**src/rtl/sc_clkgen.sv**
```systemverilog
module sc_clkgen #(
  parameter int PRE_DIV = 4,
  parameter int DIV_0   = 372,
  parameter int DIV_1   = 64,
  parameter int DIV_2   = 32,
  parameter int DIV_3   = 16
) (
  input  logic       clk,
  input  logic       rst_n,
  input  logic       clk_en,
  input  logic       pwr_en,
  input  logic       cfg_we,
  input  logic [1:0] cfg_div,
  input  logic       cfg_vsel,
  output logic       card_clk,
  output logic       etu_tick,
  output logic       smp_strobe,
  output logic [1:0] div_sel,
  output logic       vsel
);
  localparam int PW   = $clog2(PRE_DIV);
  localparam int CW   = $clog2(DIV_0 + 1);
  localparam logic [PW-1:0] PH_LAST = PW'(PRE_DIV - 1);
  localparam logic [PW-1:0] PH_HIGH = PW'(PRE_DIV / 2);

  logic [PW-1:0] ph, ph_nxt;
  logic [CW-1:0] cnt, etu_n, half_n;
  logic          card_end, cnt_wrap;

  always_comb begin
    case (div_sel)
      2'b00:   etu_n = CW'(DIV_0);
      2'b01:   etu_n = CW'(DIV_1);
      2'b10:   etu_n = CW'(DIV_2);
      default: etu_n = CW'(DIV_3);
    endcase
  end

  assign half_n   = etu_n >> 1;
  assign ph_nxt   = (ph == PH_LAST) ? '0 : ph + 1'b1;
  assign card_end = ph == PH_LAST;
  assign cnt_wrap = cnt >= etu_n - 1'b1;

  always_ff @(posedge clk or negedge rst_n) begin
    if (!rst_n) begin
      div_sel <= 2'b00;
      vsel    <= 1'b0;
    end else if (cfg_we && !pwr_en) begin
      div_sel <= cfg_div;
      vsel    <= cfg_vsel;
    end
  end

  always_ff @(posedge clk or negedge rst_n) begin
    if (!rst_n) begin
      ph         <= '0;
      cnt        <= '0;
      card_clk   <= 1'b0;
      etu_tick   <= 1'b0;
      smp_strobe <= 1'b0;
    end else if (!clk_en) begin
      ph         <= '0;
      cnt        <= '0;
      card_clk   <= 1'b0;
      etu_tick   <= 1'b0;
      smp_strobe <= 1'b0;
    end else begin
      ph         <= ph_nxt;
      card_clk   <= ph_nxt >= PH_HIGH;
      etu_tick   <= card_end && cnt_wrap;
      smp_strobe <= card_end && (cnt == half_n - 1'b1);
      if (card_end) cnt <= cnt_wrap ? '0 : cnt + 1'b1;
    end
  end
endmodule

```
**config.mk**
```make
export PLATFORM = sky130hd
export DESIGN_NAME = sc_clkgen
export DESIGN_NICKNAME = d
export VERILOG_FILES = /design/src/rtl/sc_clkgen.sv
export SDC_FILE = /design/constraint.sdc
export NUM_CORES = 1
export LEC_CHECK = 0
export BUFFER_PORTS_ARGS = -buffer_cell sky130_fd_sc_hd__buf_2
export CAP_MARGIN = 20
export CORE_UTILIZATION = 59
export CTS_BUF_LIST = sky130_fd_sc_hd__clkbuf_4
export DETAILED_ROUTE_END_ITERATION = 10
export GPL_ROUTABILITY_DRIVEN = 0
export PLACE_DENSITY = 0.81
export SLEW_MARGIN = 10
export SYNTH_ARGS = -nofsm -noshare
export SYNTH_HDL_FRONTEND = slang
export SYNTH_SLANG_ARGS = --single-unit
```
**constraint.sdc**
```tcl
create_clock -name clk -period 3.47 [get_ports clk]
set_input_delay 0.347 -clock clk [delete_from_list [all_inputs] [get_ports clk]]
set_output_delay 0.347 -clock clk [all_outputs]
set_load 0.02 [all_outputs]
```
==> results of run 1 <==
==> cell type report <==
cell class,count,area (µm²),share of cell area (%)
clock buffers,3,22.52,1.907
inverters,4,15.01,1.271
multi-input cells,90,636.9,53.92
flip-flops and latches,16,400.4,33.90
well taps,25,31.28,2.648
repair buffers,14,75.07,6.356
==> repair_timing <==
| action | in CTS | in global routing |
|---|---|---|
| hold endpoints to repair | 16 | 0 |
| setup endpoints to repair | 0 | 0 |
| hold buffers | 1 | 0 |
==> cell usage after synthesis (all sizes together), types with 4 or more instances <==
cell    n
nor3    4
dfrtp  16
nand2  17
nor2    4
nand4   4
inv     4
a21oi   5
ha     12
nand3   7
xor2    4
==> worst reg2reg max path: stages, from the launching register on <==
cell	delay [ns]
sky130_fd_sc_hd__dfrtp_1	0.44
sky130_fd_sc_hd__inv_1	0.12
sky130_fd_sc_hd__ha_1	0.19
sky130_fd_sc_hd__inv_1	0.06
sky130_fd_sc_hd__ha_1	0.33
sky130_fd_sc_hd__nand2_1	0.11
sky130_fd_sc_hd__nor2_1	0.08
sky130_fd_sc_hd__a211oi_4	0.45
sky130_fd_sc_hd__nand2_4	0.11
sky130_fd_sc_hd__a211oi_1	0.29
==> stage by stage <==
step	cell area, µm²	hold WS, ns	cells
3_3_place_gp	1149	0.2777	148
6_report	1181	0.2608	152
3_5_place_dp	1149	0.2796	148
5_1_grt	1181	0.2622	152
2_1_floorplan	1076	0.05141	113
4_1_cts	1181	0.2562	152
==> logic make-up (layout without fill, tap and decap cells) <==
| logic type | Yosys count | after routing | share of synthesized area, % |
|---|---|---|---|
| AOI/OAI and AO/OA | 20 | 20 | 13.26 |
| xor gates and xnor gates | 5 | 5 | 4.070 |
| adders and majority gates | 12 | 12 | 13.95 |
| buffers and inverters | 7 | 21 | 3.604 |
| DFF | 16 | 16 | 37.21 |
| muxes | 1 | 1 | 1.046 |
| other | 1 | 1 | 0.3485 |
| and+or+nand+nor | 51 | 51 | 26.51 |
==> worst paths after layout <==
path,startpoint,endpoint,cells after the start
max,div_sel[1],cnt[5],9
min,cfg_div[1],div_sel[1],3
max reg2reg,div_sel[1],cnt[5],9
min reg2reg,ph[0],ph[0],1
max in group asynchronous,rst_n,card_clk,2
min in group asynchronous,rst_n,div_sel[1],2
==> power groups by stage <==
stage	clock [mW]	sequential (mW)	combinational, mW
after CTS	0.0988	0.214	0.0872
final	0.0947	0.214	0.0872
after global placement	0	0.217	0.0826
after global routing	0.106	0.217	0.0979
after floorplan	0	0.220	0.0555
after detailed placement	0	0.218	0.0861
==> metal layers <==
metal	track usage (%)	vias to the layer above
met4	9.091	0
met2	36.18	19
met1	35.81	423
li1	-	434
met3	2.400	4
met5	0	-
==> registers in the layout, indices dropped and copies added, names as in the netlist <==
register and flops:
div_sel 2, etu_tick 1, cnt 9, vsel 1
ph 1, card_clk 1, smp_strobe 1
==> layout by cell type (no fill, tap or decap), types with 4 or more instances in the layout <==
cell	n
sky130_fd_sc_hd__dfrtp_1	16
sky130_fd_sc_hd__nand4_1	4
sky130_fd_sc_hd__a21oi_1	5
sky130_fd_sc_hd__nand3_1	7
sky130_fd_sc_hd__nand2_1	16
sky130_fd_sc_hd__buf_2	13
sky130_fd_sc_hd__xor2_1	4
sky130_fd_sc_hd__nor3_1	4
sky130_fd_sc_hd__nor2_1	4
sky130_fd_sc_hd__ha_1	12
sky130_fd_sc_hd__inv_1	4
==> summary.md, run 1 <==
| Metric | Value |
|---|---|
| Clock latency at the later pin of the worst-skew pair | 0.28 ns |
| Worst path slowest cell | sky130_fd_sc_hd__a211oi_4 |
| Layout Skew | 0.003219 ns |
| Area growth from synthesis to layout | 9.767% |
| Worst slack after detailed placement | 1.226 ns |
| Largest net degree at the start of global routing | 17 |
| Worst setup path category | reg2reg |
| Number of search-and-repair iterations in the first detailed-routing pass | 4 |
| DIE AREA | 0.001999 mm² |
| # fillers | 148 |
| Final layout net count | 149 |
| Share of synthesized registers carrying an async set or reset | 100.0% |
| Antenna Nets Post-Route | 0 |
| Element type at the critical path end | flop |
| Wire length reported by the detailed router | 2202 µm |
| Total via count in the routed design | 880 |
| Starting density of the core | 62.32% |
| Mapped Cells | 113 |
| Placed wire-length estimate | 1618 µm |
| Post-layout min period | 2.270 ns |
| Clk network pwr share | 23.9% |
| Number of max-slew violations in the final report | 0 |
| Met1 Wirelength | 1077 µm |
| Worst setup slack for register-to-register paths | 1.20 ns |
| Startpoint Class | flop |
| Largest delay contributor family on the critical path | compound AO/OA/AOI/OAI gates |
| Die Height | 44.71 µm |
| Number of hold violations in the final report | 0 |
| Drt wl/cell | 14.49 µm |
| Unrepaired setup endpoints after global routing | false |
| Synth area leaders | sky130_fd_sc_hd__dfrtp_1 (37%), sky130_fd_sc_hd__ha_1 (14%), sky130_fd_sc_hd__nand2_1 (5.6%) |
| Worst Path Buf+Inv | 2 |
| Final setup fails | 0 |
| Count of buffers from port buffering | 13 |
| Via-per-instance ratio | 5.789 |
| Warning count from the yosys run | 0 |
| PostCTS Resize Cnt | 0 |
| Antenna violations before repair | 0 |
| Dominant register cell in the synthesized netlist | sky130_fd_sc_hd__dfrtp_1 |
| I/O pins | 14 |
| Total net switching power | 0.1218 mW |
| FF+latch count, synth | 16 |
| Total congestion overflow | 0 |
| Data arrival, critical path | 2.45 ns |
| Fraction of the cycle the final worst path needs | 65.43% |
| Number of clock sinks seen by CTS | 16 |
| 1st-iter DRT viols | 15 |
| Required time at the endpoint of the critical path | 3.65 ns |
| Internal Pwr Total | 0.2742 mW |
| Share of cells above drive strength 1 | 16.54% |
| Setup WS post-layout | 1.200 ns |
| Number of setup buffers added after CTS | 0 |
| Number of synthesized flops with an enable pin | 0 |
| CTS tree | built |
| Peak ir drop on the vdd network | 205.6 µV |
| Max Cap Viol | 0 |
| Total DRC errors in the routed layout | 0 |
| Global-route usage over all layers | 24.05% |
| Clock Tree Buf Depth | 2 |
| Highest metal layer with signal wires | met4 |
| Register share of total power | 54.1% |
| Result of the run | finished, final reports clean |
| Met3 wire length | 50 µm |
| Cell area power density | 335.3 mW/mm² |
| Number of antenna cells inserted | 0 |
| Worst-path fanout max | 9 |
| Combinational power share | 22.0% |
| Syn avg cell area | 9.522 µm² |
| Core region area | 0.001727 mm² |
| Die width | 44.71 µm |
| Total met2 wirelength after detailed routing | 1055 µm |
| Path class of the lowest-slack min-delay path | in2reg |
| Switching share of power | 30.76% |
| Sequential cell area fraction in the yosys report | 37.21% |
| Via count of the first global-routing pass | 719 |
| Worst path cell trace | inv_1, ha_1, inv_1, ha_1, nand2_1, nor2_1, a211oi_4, nand2_4, a211oi_1 |
| Total negative slack | 0 ns |
| Register clock-pin slew on the reported worst setup and hold paths | 0.09 ns |
| Number of buffers created by CTS | 3 |
| Area leader, netlist | sky130_fd_sc_hd__dfrtp_1 |
| Leakage Power | 0.5808 nW |
| Count of different cell masters after synthesis | 37 |
| Area of the mapped netlist | 0.001076 mm² |
| Site Rows | 15 |
| Yosys top cell area share | 37.21% |
| Nets in the synthesized netlist | 133 |
| H-tree depth | 1 |
| Delay of the slowest critical-path stage | 0.45 ns |
| Share of the core filled with cells | 68.41% |
| Max Clock Freq | 440.5 MHz |
| CTS root buf | sky130_fd_sc_hd__clkbuf_4 |
| First-pass GRT wire length | 3463 µm |
| Final Power | 0.3961 mW |
(Power assumes the default switching activity.)
==> run 2, diff against run 1 <==
==> constraint.sdc (replaced) <==
create_clock -name clk -period 2.1 [get_ports clk]
set_input_delay 0.21 -clock clk [delete_from_list [all_inputs] [get_ports clk]]
set_output_delay 0.21 -clock clk [all_outputs]
set_load 0.02 [all_outputs]
==> run 2 against run 1 <==
Net effect:
- sequential power up 64%
- routed wire length up 8.2%
- sequential share of layout area down 2.2 points
- clock power up 70%
- clock skew up 0.0053 ns
- die area unchanged
- sequential cell count unchanged
- critical path type unchanged
- largest cell class unchanged
==> summary.md, run 2 (synthesized netlist as in run 1, its figures left out) <==
| Metric | Value |
|---|---|
| Result of the run | finished, final reports clean |
| Share of cells above drive strength 1 | 26.52% (+10 points) |
| Number of hold violations in the final report | 0 (unchanged) |
| Worst path cell trace | inv_2, ha_2, inv_1, ha_4, a21oi_2, nor2_1, a211oi_4, buf_6, nand2_4, a211oi_2 |
| I/O pins | 14 (unchanged) |
| Required time at the endpoint of the critical path | 2.30 ns (-1.35 ns) |
| Multi-input gate area in the final layout | 679.4 µm² (+6.7%) |
| Post-layout instance area | 0.001265 mm² (+7.1%) |
| Final layout net count | 154 (+3.4%) |
| Die width | 44.71 µm (unchanged) |
| Number of search-and-repair iterations in the first detailed-routing pass | 4 (unchanged) |
| Via-per-instance ratio | 5.911 (+2.1%) |
| Number of antenna cells inserted | 0 (unchanged) |
| WHS Path Cells | 3 (unchanged) |
| Worst Path Buf+Inv | 3 (+1) |
| CTS tree | built |
| DIE AREA | 0.001999 mm² (unchanged) |
| Unrepaired setup endpoints after global routing | false |
| Placed wire-length estimate | 1629 µm (+0.72%) |
| # fillers | 144 (-2.7%) |
| Worst path slowest cell | sky130_fd_sc_hd__dfrtp_1 |
| Antenna Nets Post-Route | 0 (unchanged) |
| Register clock-pin slew on the reported worst setup and hold paths | 0.08 ns (about the same) |
| Largest delay contributor family on the critical path | compound AO/OA/AOI/OAI gates |
| Antenna violations before repair | 0 (unchanged) |
| Path class of the lowest-slack min-delay path | in2reg |
| Starting density of the core | 62.32% (unchanged) |
| Site Rows | 15 (unchanged) |
| Via count of the first global-routing pass | 825 (+15%) |
| CTS root buf | sky130_fd_sc_hd__clkbuf_4 |
| Post-layout min period | 1.961 ns (-0.3092 ns) |
| Total congestion overflow | 0 (unchanged) |
| Top register by number of flip-flops | cnt |
| Worst-case reg-to-reg path depth | 10 (+1) |
| Placed cell area | 0.001179 mm² (+2.6%) |
| Data arrival, critical path | 2.16 ns (-0.29 ns) |
| Clock Tree Buf Depth | 2 (unchanged) |
| Wire length reported by the detailed router | 2383 µm (+8.2%) |
| Layout Skew | 0.008517 ns (+0.005298 ns) |
| Drt wl/cell | 15.18 µm (+4.8%) |
| Most frequent cells in the layout | sky130_fd_sc_hd__nand2_1 (16), sky130_fd_sc_hd__dfrtp_1 (16), sky130_fd_sc_hd__buf_2 (13) |
| Max Cap Viol | 0 (unchanged) |
| Worst-path fanout max | 8 (-1) |
| Largest net degree at the start of global routing | 17 (unchanged) |
| Number of standard cells in the final layout excluding fillers | 157 (+3.3%) |
| Final setup fails | 0 (unchanged) |
| Delay of the slowest critical-path stage | 0.39 ns (-0.06 ns) |
| Cell area power density | 542.5 mW/mm² (+62%) |
| Number of clock sinks seen by CTS | 16 (unchanged) |
| H-tree depth | 1 (unchanged) |
| Count of buffers from port buffering | 13 (unchanged) |
| Element type at the critical path end | flop |
| Peak ir drop on the vdd network | 444.8 µV (+120%) |
| Core region area | 0.001727 mm² (unchanged) |
| Global-route usage over all layers | 25.78% (+1.7 points) |
| Total via count in the routed design | 928 (+5.5%) |
| Fraction of the cycle the final worst path needs | 93.39% (+28 points) |
| Number of max-slew violations in the final report | 0 (unchanged) |
| Total DRC errors in the routed layout | 0 (unchanged) |
| Total area of sequential cells | 400.4 µm² (unchanged) |
| Number of buffers created by CTS | 3 (unchanged) |
| Flip-flop count of the largest register after layout | 9 (unchanged) |
| First-pass GRT wire length | 3691 µm (+6.6%) |
| Largest registers | cnt (9), div_sel (2) |
| 1st-iter DRT viols | 40 (+25) |
| Max Clock Freq | 509.9 MHz (+16%) |
| Startpoint Class | flop |
| Placed instance count | 152 (+2.7%) |
| Clock latency at the later pin of the worst-skew pair | 0.29 ns (about the same) |
| Worst setup path category | reg2reg |
| Number of stages on the worst setup path | 10 (+1) |
| Die Height | 44.71 µm (unchanged) |
| Area growth from synthesis to layout | 17.56% |
| Leakage Power | 0.6059 nW (+4.3%) |
run 2: per-layer routing:
| layer | GRT usage [%] | up-vias | wire length [µm] | share of wire, % |
|---|---|---|---|---|
| met3 | 3.600 | 4 | 108 | 4.5 |
| li1 | - | 443 | - | - |
| met5 | 0 | - | 0 | 0 |
| met4 | 9.091 | 0 | 25 | 1.0 |
| met2 | 44.12 | 32 | 1187 | 50 |
| met1 | 33.42 | 449 | 1062 | 45 |
run 2: layout make-up:
cell class	count	share of cell area, %
clock buffers	3	1.780
inverters	4	1.187
multi-input cells	90	53.71
flip-flops and latches	16	31.65
well taps	25	2.473
repair buffers	19	9.199
run 2: report_power, final:
group / switching [mW] / internal [mW] / leakage, nW / total (mW)
clock: 0.0940 / 0.0667 / 0.0138 / 0.161
combinational: 0.100 / 0.0749 / 0.378 / 0.175
sequential: 0.0230 / 0.328 / 0.214 / 0.351
total: 0.217 / 0.469 / 0.606 / 0.686
run 2: worst paths after layout:
| kind | from | endpoint | slack, ns |
|---|---|---|---|
| worst min-delay path | cfg_div[1] | div_sel[1] | 0.14 |
| worst max register to register | div_sel[0] | cnt[7] | 0.14 |
| max in group asynchronous | rst_n | cnt[0] | 1.46 |
| worst min register to register | ph[0] | ph[0] | 0.45 |
| worst max-delay path | div_sel[0] | cnt[7] | 0.14 |
| min in group asynchronous | rst_n | cnt[2] | 0.36 |
run 2: tightest hold or removal path, cell delays in order:
cell and delay, ns:
sky130_fd_sc_hd__buf_2 0.07, sky130_fd_sc_hd__nand2_1 0.03, sky130_fd_sc_hd__o21ai_0 0.06
run 2: per-stage QoR:
step	worst slack (ns)	TNS (ns)	hold WS (ns)	power, mW	utilization, %
after detailed placement	-0.003361	-0.003361	0.1428	0.5108	68.26
after global placement	0.04520	0	0.1455	0.5015	68.26
final	0.1389	0	0.1358	0.6862	73.26
after global routing	0.01336	0	0.1280	0.7244	73.26
after floorplan	0.01894	0	-0.08559	0.4556	-
after CTS	0.02133	0	0.1374	0.6685	70.65
run 2: what timing repair did:
action / 4_1_cts / 5_1_grt
hold buffers: 1 / 0
hold endpoints to repair: 16 / 0
gates resized for setup: 2 / 8
buffers inserted: 0 / 1
pin swaps: 0 / 1
endpoints found under the setup margin: 1 / 7
